**config.mk**
```make
export PLATFORM = sky130hd
export DESIGN_NAME = pic_top
export DESIGN_NICKNAME = d
export VERILOG_FILES = /design/src/rtl/pic_pkg.sv /design/src/rtl/pic_prienc.sv /design/src/rtl/pic_ctrl.sv /design/src/rtl/pic_datapath.sv /design/src/rtl/pic_top.sv
export SDC_FILE = /design/constraint.sdc
export NUM_CORES = 1
export LEC_CHECK = 0
export CORE_MARGIN = 2
export CORE_UTILIZATION = 45
export DETAILED_ROUTE_END_ITERATION = 7
export DONT_BUFFER_PORTS = 1
export SLEW_MARGIN = 20
export SYNTH_ARGS = -nofsm -noshare
export SYNTH_HDL_FRONTEND = slang
export SYNTH_HIERARCHICAL = 1
export SYNTH_SLANG_ARGS = --single-unit
```
**constraint.sdc**
```tcl
create_clock -name clk -period 2 [get_ports clk]
set_clock_uncertainty 0.1 [all_clocks]
set_input_delay 0.2 -clock clk [delete_from_list [all_inputs] [get_ports clk]]
set_output_delay 0.2 -clock clk [all_outputs]
set_load 0.02 [all_outputs]
```
**src/rtl/pic_pkg.sv**
```systemverilog
package pic_pkg;
  localparam int ADDR_W = 3;
  localparam logic [ADDR_W-1:0] ADDR_CRIT_MASK = 3'd0;
  localparam logic [ADDR_W-1:0] ADDR_MAIN_MASK = 3'd1;
  localparam logic [ADDR_W-1:0] ADDR_PERI_MASK = 3'd2;
  localparam logic [ADDR_W-1:0] ADDR_PERI_PRIO = 3'd3;
  localparam logic [ADDR_W-1:0] ADDR_STATUS    = 3'd4;

  localparam int PERI_LSB   = 0;
  localparam int MAIN_LSB   = 8;
  localparam int CRIT_LSB   = 16;
  localparam int PERI_V_BIT = 24;
  localparam int MAIN_V_BIT = 25;
  localparam int CRIT_V_BIT = 26;

  typedef enum logic [2:0] {
    SEL_CRIT_MASK,
    SEL_MAIN_MASK,
    SEL_PERI_MASK,
    SEL_PERI_PRIO,
    SEL_STATUS,
    SEL_NONE
  } rd_sel_e;

  typedef struct packed {
    logic    wrCritMask;
    logic    wrMainMask;
    logic    wrPeriMask;
    logic    wrPeriPrio;
    rd_sel_e rdSel;
  } pic_strobe_t;
endpackage

```
**src/rtl/pic_prienc.sv**
```systemverilog
module pic_prienc #(
  parameter int N = 8,
  parameter int W = 5
) (
  input  logic [N-1:0] req,
  output logic [W-1:0] idx,
  output logic         hit
);
  always_comb begin
    idx = '0;
    hit = 1'b0;
    for (int i = N - 1; i >= 0; i--) begin
      if (req[i]) begin
        idx = W'(i);
        hit = 1'b1;
      end
    end
  end
endmodule

```
**src/rtl/pic_ctrl.sv**
```systemverilog
module pic_ctrl
  import pic_pkg::*;
(
  input  logic              clk,
  input  logic              rstN,
  input  logic              wrEn,
  input  logic [ADDR_W-1:0] wrAddr,
  input  logic [ADDR_W-1:0] rdAddr,
  output pic_strobe_t       strobe
);
  always_comb begin
    strobe.wrCritMask = wrEn && (wrAddr == ADDR_CRIT_MASK);
    strobe.wrMainMask = wrEn && (wrAddr == ADDR_MAIN_MASK);
    strobe.wrPeriMask = wrEn && (wrAddr == ADDR_PERI_MASK);
    strobe.wrPeriPrio = wrEn && (wrAddr == ADDR_PERI_PRIO);
    unique case (rdAddr)
      ADDR_CRIT_MASK: strobe.rdSel = SEL_CRIT_MASK;
      ADDR_MAIN_MASK: strobe.rdSel = SEL_MAIN_MASK;
      ADDR_PERI_MASK: strobe.rdSel = SEL_PERI_MASK;
      ADDR_PERI_PRIO: strobe.rdSel = SEL_PERI_PRIO;
      ADDR_STATUS:    strobe.rdSel = SEL_STATUS;
      default:        strobe.rdSel = SEL_NONE;
    endcase
  end

  AST_ONE_STROBE: assert property (@(posedge clk) disable iff (!rstN)
    $onehot0({strobe.wrCritMask, strobe.wrMainMask, strobe.wrPeriMask, strobe.wrPeriPrio}));
  AST_DEAD_WRITE: assert property (@(posedge clk) disable iff (!rstN)
    (wrEn && wrAddr >= ADDR_STATUS) |->
      !(strobe.wrCritMask || strobe.wrMainMask || strobe.wrPeriMask || strobe.wrPeriPrio));
endmodule

```
**src/rtl/pic_datapath.sv**
```systemverilog
module pic_datapath
  import pic_pkg::*;
#(
  parameter int NUM_CRIT = 3,
  parameter int NUM_MAIN = 17,
  parameter int NUM_PERI = 16,
  parameter int FIELD_W  = 5,
  parameter int DATA_W   = 32
) (
  input  logic                clk,
  input  logic                rstN,
  input  pic_strobe_t         strobe,
  input  logic [DATA_W-1:0]   wrData,
  input  logic [NUM_CRIT-1:0] critReq,
  input  logic [NUM_MAIN-1:0] mainReq,
  input  logic [NUM_PERI-1:0] periReq,
  output logic [DATA_W-1:0]   rdData,
  output logic                irqOut
);
  localparam int PRIO_W = 2 * NUM_PERI;
  localparam logic [FIELD_W-1:0] CODE_NONE  = '1;
  localparam logic [FIELD_W-1:0] CODE_BOOST = CODE_NONE - 1'b1;

  logic [NUM_CRIT-1:0] critMaskQ;
  logic [NUM_MAIN-1:0] mainMaskQ;
  logic [NUM_PERI-1:0] periMaskQ;
  logic [PRIO_W-1:0]   periPrioQ;

  always_ff @(posedge clk or negedge rstN) begin
    if (!rstN) begin
      critMaskQ <= '1;
      mainMaskQ <= '1;
      periMaskQ <= '1;
      periPrioQ <= '0;
    end else begin
      if (strobe.wrCritMask) critMaskQ <= wrData[NUM_CRIT-1:0];
      if (strobe.wrMainMask) mainMaskQ <= wrData[NUM_MAIN-1:0];
      if (strobe.wrPeriMask) periMaskQ <= wrData[NUM_PERI-1:0];
      if (strobe.wrPeriPrio) periPrioQ <= wrData[PRIO_W-1:0];
    end
  end

  logic [NUM_CRIT-1:0] critLive;
  logic [NUM_MAIN-1:0] mainLive;
  logic [NUM_PERI-1:0] periLive, periHigh, periMed, periNorm;

  assign critLive = critReq & ~critMaskQ;
  assign mainLive = mainReq & ~mainMaskQ;
  assign periLive = periReq & ~periMaskQ;

  for (genvar g = 0; g < NUM_PERI; g++) begin : gSplit
    assign periHigh[g] = periLive[g] &  periPrioQ[2*g+1];
    assign periMed[g]  = periLive[g] & ~periPrioQ[2*g+1] &  periPrioQ[2*g];
    assign periNorm[g] = periLive[g] & ~periPrioQ[2*g+1] & ~periPrioQ[2*g];
  end

  logic [FIELD_W-1:0] critIdx, mainIdx, highIdx, medIdx, normIdx;
  logic               critHit, mainHit, highHit, medHit, normHit;

  pic_prienc #(.N(NUM_CRIT), .W(FIELD_W)) uCritEnc (.req(critLive), .idx(critIdx), .hit(critHit));
  pic_prienc #(.N(NUM_MAIN), .W(FIELD_W)) uMainEnc (.req(mainLive), .idx(mainIdx), .hit(mainHit));
  pic_prienc #(.N(NUM_PERI), .W(FIELD_W)) uHighEnc (.req(periHigh), .idx(highIdx), .hit(highHit));
  pic_prienc #(.N(NUM_PERI), .W(FIELD_W)) uMedEnc  (.req(periMed),  .idx(medIdx),  .hit(medHit));
  pic_prienc #(.N(NUM_PERI), .W(FIELD_W)) uNormEnc (.req(periNorm), .idx(normIdx), .hit(normHit));

  logic [FIELD_W-1:0] critNext, mainNext, periNext;
  logic               critVNext, mainVNext, periVNext;

  always_comb begin
    critVNext = critHit | highHit;
    mainVNext = mainHit | medHit;
    periVNext = highHit | medHit | normHit;
    critNext  = critHit ? critIdx : (highHit ? CODE_BOOST : CODE_NONE);
    mainNext  = mainHit ? mainIdx : (medHit ? CODE_BOOST : CODE_NONE);
    if (highHit)      periNext = highIdx;
    else if (medHit)  periNext = medIdx;
    else if (normHit) periNext = normIdx;
    else              periNext = CODE_NONE;
  end

  logic [FIELD_W-1:0] critFieldQ, mainFieldQ, periFieldQ;
  logic               critValidQ, mainValidQ, periValidQ, irqQ;

  always_ff @(posedge clk or negedge rstN) begin
    if (!rstN) begin
      critFieldQ <= CODE_NONE;
      mainFieldQ <= CODE_NONE;
      periFieldQ <= CODE_NONE;
      critValidQ <= 1'b0;
      mainValidQ <= 1'b0;
      periValidQ <= 1'b0;
      irqQ       <= 1'b0;
    end else begin
      critFieldQ <= critNext;
      mainFieldQ <= mainNext;
      periFieldQ <= periNext;
      critValidQ <= critVNext;
      mainValidQ <= mainVNext;
      periValidQ <= periVNext;
      irqQ       <= critVNext | mainVNext | periVNext;
    end
  end

  assign irqOut = irqQ;

  logic [DATA_W-1:0] statusWord;
  always_comb begin
    statusWord = '0;
    statusWord[PERI_LSB +: FIELD_W] = periFieldQ;
    statusWord[MAIN_LSB +: FIELD_W] = mainFieldQ;
    statusWord[CRIT_LSB +: FIELD_W] = critFieldQ;
    statusWord[PERI_V_BIT] = periValidQ;
    statusWord[MAIN_V_BIT] = mainValidQ;
    statusWord[CRIT_V_BIT] = critValidQ;
  end

  always_comb begin
    rdData = '0;
    unique case (strobe.rdSel)
      SEL_CRIT_MASK: rdData[NUM_CRIT-1:0] = critMaskQ;
      SEL_MAIN_MASK: rdData[NUM_MAIN-1:0] = mainMaskQ;
      SEL_PERI_MASK: rdData[NUM_PERI-1:0] = periMaskQ;
      SEL_PERI_PRIO: rdData[PRIO_W-1:0]   = periPrioQ;
      SEL_STATUS:    rdData = statusWord;
      default:       rdData = '0;
    endcase
  end

  AST_EMPTY_CRIT: assert property (@(posedge clk) disable iff (!rstN)
    !critValidQ |-> critFieldQ == CODE_NONE);
  AST_EMPTY_PERI: assert property (@(posedge clk) disable iff (!rstN)
    !periValidQ |-> periFieldQ == CODE_NONE);
  AST_CRIT_RANGE: assert property (@(posedge clk) disable iff (!rstN)
    critValidQ |-> (critFieldQ < FIELD_W'(NUM_CRIT) || critFieldQ == CODE_BOOST));
  AST_HIGH_BACKED: assert property (@(posedge clk) disable iff (!rstN)
    (critValidQ && critFieldQ == CODE_BOOST) |-> periValidQ);
  AST_MED_BACKED: assert property (@(posedge clk) disable iff (!rstN)
    (mainValidQ && mainFieldQ == CODE_BOOST) |-> periValidQ);
  AST_MASK_BLOCKS: assert property (@(posedge clk) disable iff (!rstN)
    periValidQ |-> ((($past(periMaskQ) >> periFieldQ) & NUM_PERI'(1)) == '0));
  AST_IRQ_FOLLOWS: assert property (@(posedge clk) disable iff (!rstN)
    (|(critReq & ~critMaskQ)) |=> irqOut);
endmodule

```
**src/rtl/pic_top.sv**
```systemverilog
module pic_top
  import pic_pkg::*;
#(
  parameter int NUM_CRIT = 3,
  parameter int NUM_MAIN = 17,
  parameter int NUM_PERI = 16,
  parameter int FIELD_W  = 5,
  parameter int DATA_W   = 32
) (
  input  logic                clk,
  input  logic                rstN,
  input  logic                wrEn,
  input  logic [ADDR_W-1:0]   wrAddr,
  input  logic [DATA_W-1:0]   wrData,
  input  logic [ADDR_W-1:0]   rdAddr,
  output logic [DATA_W-1:0]   rdData,
  input  logic [NUM_CRIT-1:0] critReq,
  input  logic [NUM_MAIN-1:0] mainReq,
  input  logic [NUM_PERI-1:0] periReq,
  output logic                irqOut
);
  pic_strobe_t strobe;

  pic_ctrl uCtrl (
    .clk(clk), .rstN(rstN), .wrEn(wrEn), .wrAddr(wrAddr),
    .rdAddr(rdAddr), .strobe(strobe)
  );

  pic_datapath #(
    .NUM_CRIT(NUM_CRIT), .NUM_MAIN(NUM_MAIN), .NUM_PERI(NUM_PERI),
    .FIELD_W(FIELD_W), .DATA_W(DATA_W)
  ) uDp (
    .clk(clk), .rstN(rstN), .strobe(strobe), .wrData(wrData),
    .critReq(critReq), .mainReq(mainReq), .periReq(periReq),
    .rdData(rdData), .irqOut(irqOut)
  );
endmodule

```
# Word level (Yosys, flattened, before mapping)
# Cells that the tools add are included.
# totals
ff_bits,87
out_inout_bits,33
elab_cells,285
# op_classes
eq_ne,11
n_mux,148
n_bitwise,108
n_reduce_logical,7
# op_table
op,n
$mux 5,69
$mux 1,70
$and 1x1->1,64
$pmux 13 s4,1
$not 1->1,32
$pmux 15 s2,1
$pmux 3 s5,2
$eq 3x2->1 const B,6
$and 17x17->17,1
$not 17->17,1
$and 16x16->16,1
$not 16->16,1
$mux 4,3
$eq 3x1->1 const B,3
$logic_not 3->1,3
$eq 3x3->1 const B,2
$or 1x1->1,6
$logic_and 1x1->1,4
$and 3x3->3,1
$not 3->3,1
$pmux 1 s3,1
$mux 2,1

# Longest topological paths before layout
# Gate-level depths: netlist (run 1).
# logic_depth
word_depth,23
depth_mapped,7
depth_no_buf,7

# Hierarchy
# Netlist (run 1), hierarchy kept.
# by_module_without_submodules
mod,n_inst,cells_per_inst,area_each_um2,seq_area_each_um2
pic_datapath,1,355,4500.6,2240.9
pic_prienc at uDp.uHighEnc ...,4,35,190.2,0.0
pic_ctrl,1,7,67.6,0.0
pic_prienc at uDp.uCritEnc,1,7,46.3,0.0

# Worst setup path after synthesis (run 1)
# Ideal clock, no wire load.
# synth_timing
kind,reg2reg
startpoint,reg uDp.periMaskQ[10]
endpoint,"reg uDp.irqQ, in the netlist uDp/irqOut"
arrival_ps,1982
required_ps,1769
path_slack_ps,-213
stages_incl_launch_ff,7
path_buffers,0
synth_period_minus_slack_ps,2213
cell_sequence,dfstp_2 > and3b_1 > nor4_2 > and3_1 > nand4_1 > or2_2 > or3_1
# synth_rtl
item,line_no,text
start: declaration,pic_datapath.sv:26,logic [NUM_PERI-1:0] periMaskQ;
start signal: assignment,pic_datapath.sv:38,if (strobe.wrPeriMask) periMaskQ <= wrData[NUM_PERI-1:0];
$not 16->16,pic_datapath.sv:49,assign periLive = periReq & ~periMaskQ;
$and 16x16->16,pic_datapath.sv:49,
$and 1x1->1,pic_datapath.sv:52,assign periHigh[g] = periLive[g] & periPrioQ[2*g+1];
named net uDp.periHigh[10],pic_datapath.sv:45,"logic [NUM_PERI-1:0] periLive, periHigh, periMed, periNorm;"
$mux 1 (11 in a row),pic_prienc.sv:13,if (req[i]) begin
named net uDp.highHit,pic_datapath.sv:58,"logic critHit, mainHit, highHit, medHit, normHit;"
$or 1x1->1,pic_datapath.sv:70,critVNext = critHit | highHit;
named net uDp.critVNext,pic_datapath.sv:67,"logic critVNext, mainVNext, periVNext;"
$or 1x1->1 (2 in a row),pic_datapath.sv:100,irqQ <= critVNext | mainVNext | periVNext;
end signal: assignment,pic_datapath.sv:100,
end: declaration,pic_datapath.sv:82,"logic critValidQ, mainValidQ, periValidQ, irqQ;"
# The timed path passes the listed nets, and every way through them passes these cells.
# A chain may end at the register's enable or synchronous reset.

# Final worst setup path (run 1)
# layout_timing
startpoint,reg uDp.periMaskQ[10]
endpoint,"reg uDp.irqQ, in the netlist uDp/irqOut"
# layout_rtl
item,line_no,text
$not 16->16,pic_datapath.sv:49,
$and 16x16->16,pic_datapath.sv:49,
$and 1x1->1,pic_datapath.sv:52,
named net uDp.periHigh[10],pic_datapath.sv:45,
$mux 1 (11 in a row),pic_prienc.sv:13,
named net uDp.highHit,pic_datapath.sv:58,
$or 1x1->1 (2 in a row),pic_datapath.sv:72,periVNext = highHit | medHit | normHit;
named net uDp.periVNext,pic_datapath.sv:67,
$or 1x1->1,pic_datapath.sv:100,
# The timed path passes the listed nets, and every way through them passes these cells.

==> results of run 1 <==
## state kept, by name (all words and copies together), names as in the netlist
name,count
uDp/periFieldQ,5
uDp/periMaskQ,16
uDp/periPrioQ,32
uDp/mainMaskQ,17
uDp/critValidQ,1
uDp/mainValidQ,1
uDp/critFieldQ,5
uDp/irqOut,1
uDp/critMaskQ,3
uDp/mainFieldQ,5
uDp/periValidQ,1
## what timing repair did
item | 4_1_cts | 5_1_grt
setup buffers | 4 | 6
pin swaps | 6 | 8
resized for setup | 23 | 11
endpoints found under the hold margin | 155 | 87
setup endpoints to repair | 15 | 16
## how the worst min path moves through the flow
| stage | cells after the start | slack [ns] | endpoint |
|---|---|---|---|
| finish | 0 | -0.56 | uDp/periPrioQ[1]$_DFFE_PN0P_ |
| global route | 0 | -0.58 | uDp/periPrioQ[1]$_DFFE_PN0P_ |
| CTS | 0 | -0.57 | uDp/periPrioQ[7]$_DFFE_PN0P_ |
| detailed placement | 0 | -0.19 | uDp/periPrioQ[17]$_DFFE_PN0P_ |
| global placement | 0 | -0.19 | uDp/periPrioQ[17]$_DFFE_PN0P_ |
| floorplan | 0 | -0.20 | uDp/critValidQ$_DFF_PN0_ |
## synthesized netlist by cell type (4+ instances only)
master,count,share of area
buf_2,8,0.0074
inv_1,15,0.010
mux2_2,71,0.15
nor2_1,33,0.023
nor4bb_1,16,0.030
nand2b_1,13,0.015
buf_4,9,0.013
mux2i_1,7,0.013
nand2_1,28,0.020
or3_1,4,0.0047
nor4b_1,16,0.026
nand3_1,5,0.0047
o31ai_1,4,0.0056
o22ai_1,15,0.017
nor2b_1,26,0.030
nor3b_1,4,0.0056
and3b_1,16,0.026
dfstp_2,51,0.25
conb_1,4,0.0028
dfrtp_1,36,0.17
a22o_1,7,0.011
a21oi_1,17,0.016
and3_1,11,0.013
mux2_1,6,0.013
buf_6,5,0.010
a22oi_1,17,0.024
nor3_1,9,0.0084
o21ai_0,10,0.0093
nor4_2,8,0.019
a31oi_1,4,0.0047
## power groups by stage
stage | registers, mW | logic, mW | clock network (mW)
after floorplan | 2.58 | 1.38 | 0
after global placement | 2.68 | 2.44 | 0
after detailed placement | 2.70 | 2.47 | 0
after CTS | 2.69 | 2.68 | 1.76
after global routing | 2.76 | 2.98 | 1.82
final | 2.70 | 2.75 | 1.71
## final cells by class
class / count / share of cell area
clock buffers: 15 / 0.0403
clock inverters: 1 / 0.00118
inverters: 15 / 0.00759
multi-input cells: 383 / 0.414
flip-flops and latches: 87 / 0.302
well taps: 143 / 0.0241
repair buffers: 194 / 0.211
## worst reg2reg max path, delay by kind of cell, from the launching register on
family / cells / cell delay (ns)
simple gates: 6 / 1.54
flops: 1 / 0.55
## metrics by stage
stage / instance area [µm²] / setup TNS [ns] / hold slack, ns
after detailed placement: 6570 / -2.13 / -0.192
after global routing: 7420 / -3.05 / -0.577
after global placement: 6570 / -1.87 / -0.192
final: 7420 / -1.68 / -0.555
after floorplan: 5400 / -0.195 / -0.196
after CTS: 7330 / -1.71 / -0.570
## routing by layer
layer,GRT usage,routed length [µm]
met1,0.352,7400
met2,0.469,8560
met3,0.0686,821
met4,0.0683,278
met5,0,0
## logic make-up after synthesis
group,after synthesis,share of synthesized area
other cells,4,0.00279
compound gates,86,0.107
mux,84,0.174
flops,87,0.417
buf+inv,41,0.0440
simple gates,207,0.255
==> reports/qor.txt, run 1 <==
ANT nets after route: 0
Drt drc: 0
DRT iter0 DRCs: 311
DP Worst Slack: -0.349 ns
IO Count: 110
Most used flip-flop cell after synthesis: dfstp_2
Global route total overflow: 0
Post-Route Hold Slack: -0.555 ns
Synth cell types: 51
Transition time of the tightest slew-check pin: 0.672 ns
P_leak: 3.25 nW
Worst flop-to-flop path startpoint: uDp/periMaskQ[10]$_DFFE_PN1P_
Number of enable flip-flop cells after synthesis: 0
Register area: 2240 µm²
Result of the run: finished with violations
Endpoint required time on the critical path: 2.13 ns
Die Y-Extent: 113 µm
Count of fill cells added during filler insertion: 959
Area growth, synth to finish: 38.0%
Slowest cell on the critical path: dfstp_2
Die Outline Area: 12,800 µm²
Total wirelength of the detailed-routed design: 17.1 mm
Antenna violations before repair: 0
Post-Syn Area per Cell: 10.6 µm²
Final setup slack of the worst path: -0.301 ns
List of cells traversed by the critical path: and3b_2, nor4_4, and3_4, nand4_1, or3_1, or3_1
Crit-path leading delay family: simple AND/OR/NAND/NOR gates
Total CTS buffers: 9
Max VDD drop: 0.611 mV
CP Max Fanout: 4
Ys Warns: 6
Maximum buffer depth of the clock tree: 2
Crit-path max cell delay: 0.55 ns
Leading cell types in the layout, fill and taps excluded: 159 x buf_4, 71 x mux2_2, 51 x dfstp_2, 36 x dfrtp_1, 33 x nor2_1
Overall track demand over capacity in global routing: 0.275
Layout cells sized above 1: 0.501
Largest net degree at the start of global routing: 88
Clock root cell: clkbuf_16
Post-synthesis sequential area ratio: 0.417
Mapped Area: 5380 µm²
Number of register bits inferred by synthesis: 87
Arrival @ worst endpoint: 2.43 ns
Area of the multi-input gates: 3070 µm²
Fraction of power consumed by combinational cells: 0.384
Count of H-tree levels built during CTS: 3
Share of total power in sequential cells: 0.377
Tightest Hold Check Type: in2async
Reg clk slew, reported paths: 0.06 ns
Final-report hold violation count: 87
Worst relative slew slack: 0.546
CTS tree: done
Core region area: 11,500 µm²
Count of vias placed by the detailed router: 4,681
Crit. path cell count: 6
Crit path capture: uDp/irqOut$_DFF_PN0_
Starting density of the core: 0.467
Overall power after layout: 7.16 mW
Via density per instance: 5.59
Count of buffers from port buffering: 0
DP HPWL: 12.9 mm
Power density cells: 965 nW/µm²
Fraction of the cycle the final worst path needs: 1.15
Violated checks: negative hold slack, negative setup slack
RSZ-0062 raised after global routing: yes
Final Slew Violations: 0
Global-route wire length before repair: 26.5 mm
Top cell by count, worst path: or3_1
Drt wl/cell: 20.4 µm
Pre-Repair DR Iteration Count: 4
Hold buffer count at cts: 32
Number of placed cells counting well taps: 780
Clock insertion delay at the later pin of the skew report: 0.35 ns
Synthesized instance count: 509
Switching share of total power: 0.316
Vias in the first global route: 4,854
FFs w/ async S/R, synth: 1.00
Max Clk Rate: 435 MHz
Ant. Diodes: 0
Row count: 39
Leading cell type in the layout, fill and taps excluded: buf_4
Final-report setup violation count: 11
Utilization after layout: 0.644
Overall die width: 113 µm
Worst setup path startpoint: uDp/periMaskQ[10]$_DFFE_PN1P_
Path type of the worst setup path: reg2reg
Clock Sink Count: 87
Final Critical Period: 2.30 ns
Clock group share of total power: 0.239
Combined buffer and inverter count along the critical path: 0
Internal Power: 4.90 mW
Number of non-filler instances in the completed layout: 838
Register-to-register setup slack: -0.30 ns
Count of max-cap constraint violations: 0
Cells on worst reg2reg path: 6
Crit end category: flip-flop
Terminus of the critical flop-to-flop path: uDp/irqOut$_DFF_PN0_
Net count, final: 767
Startpoint kind of the worst setup timing path: flip-flop
Power spent charging and discharging nets: 2.27 mW
RePlAce Congestion: 0.936
No activity file was read; power rests on OpenSTA's default activity.
==> run 2: changes to the inputs <==
- CORE_ASPECT_RATIO: unset -> 0.6
==> reports/qor.txt, run 2 (synthesis results as in run 1) <==
Clock Sink Count: 87
Count of H-tree levels built during CTS: 3
Path type of the worst setup path: reg2reg
Overall track demand over capacity in global routing: 0.290
Top Registers: uDp/periPrioQ x32, uDp/mainMaskQ x17, uDp/periMaskQ x16
RePlAce Congestion: 0.911
Startpoint kind of the worst setup timing path: flip-flop
Total CTS buffers: 9
Maximum buffer depth of the clock tree: 2
Die Y-Extent: 88.7 µm
Register-to-register setup slack: -0.40 ns
Count of buffers from port buffering: 0
Net count, final: 771
Number of non-filler instances in the completed layout: 859
Starting density of the core: 0.468
Global route total overflow: 0
Hold buffer count at cts: 32
Die Outline Area: 12,900 µm²
Row count: 30
Power density cells: 962 nW/µm²
Max VDD drop: 0.517 mV
Number of flip-flops in the largest register: 32
Number of placed cells counting well taps: 800
DP HPWL: 14.1 mm
CP Max Fanout: 4
Worst relative slew slack: 0.492
ANT nets after route: 0
Reg clk slew, reported paths: 0.07 ns
Area growth, synth to finish: 39.0%
Total wirelength of the detailed-routed design: 18.4 mm
Utilization after layout: 0.650
Final-report hold violation count: 87
CTS tree: done
Final-report setup violation count: 11
Leading cell type in the layout, fill and taps excluded: buf_4
Clock insertion delay at the later pin of the skew report: 0.34 ns
Transition time of the tightest slew-check pin: 0.752 ns
Core region area: 11,500 µm²
DP Worst Slack: -0.439 ns
Drt drc: 0
Clock root cell: clkbuf_16
Overall die width: 145 µm
Drt wl/cell: 21.4 µm
Post-Route Hold Slack: -0.545 ns
Leading cell types in the layout, fill and taps excluded: 161 x buf_4, 71 x mux2_2, 51 x dfstp_2, 35 x dfrtp_1, 33 x nor2_1
Violated checks: negative hold slack, negative setup slack
Antenna violations before repair: 0
RSZ-0062 raised after global routing: yes
Count of vias placed by the detailed router: 4,868
Fraction of the cycle the final worst path needs: 1.20
Tightest Hold Check Type: in2async
Pre-Repair DR Iteration Count: 5
Layout cells sized above 1: 0.502
Via density per instance: 5.67
Vias in the first global route: 4,948
Overall power after layout: 7.18 mW
Biggest register: uDp/periPrioQ
Crit end category: flip-flop
Count of max-cap constraint violations: 0
Max Clk Rate: 417 MHz
P_leak: 3.26 nW
DRT iter0 DRCs: 349
Arrival @ worst endpoint: 2.51 ns
Result of the run: finished with violations
Ant. Diodes: 0
Endpoint required time on the critical path: 2.11 ns
Final setup slack of the worst path: -0.399 ns
IO Count: 110
Count of fill cells added during filler insertion: 971
Final Critical Period: 2.40 ns
Final Slew Violations: 0
Largest net degree at the start of global routing: 88
Global-route wire length before repair: 28.2 mm
## run 2: metal layers
metal	part of all wire	GRT usage
met1	0.50	0.430
met2	0.42	0.448
met3	0.064	0.0639
met4	0.0080	0.0446
met5	0	0
## run 2: worst max-delay path, stage by stage, from the launching register on
cell and delay [ns]:
dfstp_2 0.56, and3b_2 0.25, nor4_2 0.27, and3_1 0.24, nand4_1 0.18, or3_4 0.37
or3_1 0.31
## run 2: path summary, 6_finish.rpt
| path | from | endpoint | cells after the start |
|---|---|---|---|
| max | uDp/periMaskQ[11]$_DFFE_PN1P_ | uDp/irqOut$_DFF_PN0_ | 6 |
| min | rstN | uDp/periPrioQ[5]$_DFFE_PN0P_ | 0 |
| max reg2reg | uDp/periMaskQ[11]$_DFFE_PN1P_ | uDp/irqOut$_DFF_PN0_ | 6 |
| min reg2reg | uDp/periPrioQ[26]$_DFFE_PN0P_ | uDp/periPrioQ[26]$_DFFE_PN0P_ | 1 |
| max in group asynchronous | rstN | uDp/critFieldQ[4]$_DFF_PN1_ | 0 |
| min in group clk | wrAddr[0] | uDp/critMaskQ[2]$_DFFE_PN1P_ | 2 |
## run 2: repair_timing
action                                  4_1_cts  5_1_grt
pin swaps                                     9        8
endpoints found under the setup margin       15       12
endpoints found under the hold margin       155       87
buffers inserted                              7        5
resized for setup                            22       13
## run 2: where the power goes
part           switching, mW  total (mW)  internal, mW
clock                  0.726        1.61         0.880
sequential             0.363        2.69          2.33
combinational           1.28        2.89          1.61
## run 2: through the flow
step                      TNS, ns  area [µm²]
after floorplan            -0.195        5400
after global placement      -2.22        6620
final                       -2.70        7470
after global routing        -3.45        7470
after detailed placement    -2.68        6620
after CTS                   -1.36        7370
## run 2: layout make-up
class / count / area (µm²) / share of cell area
clock buffer: 12 / 246 / 0.0330
clock inverter: 4 / 31.3 / 0.00419
inverter: 15 / 56.3 / 0.00754
multi-input combinational: 383 / 3090 / 0.414
sequential: 87 / 2240 / 0.300
tap: 160 / 200 / 0.0268
timing repair buffer: 198 / 1600 / 0.215
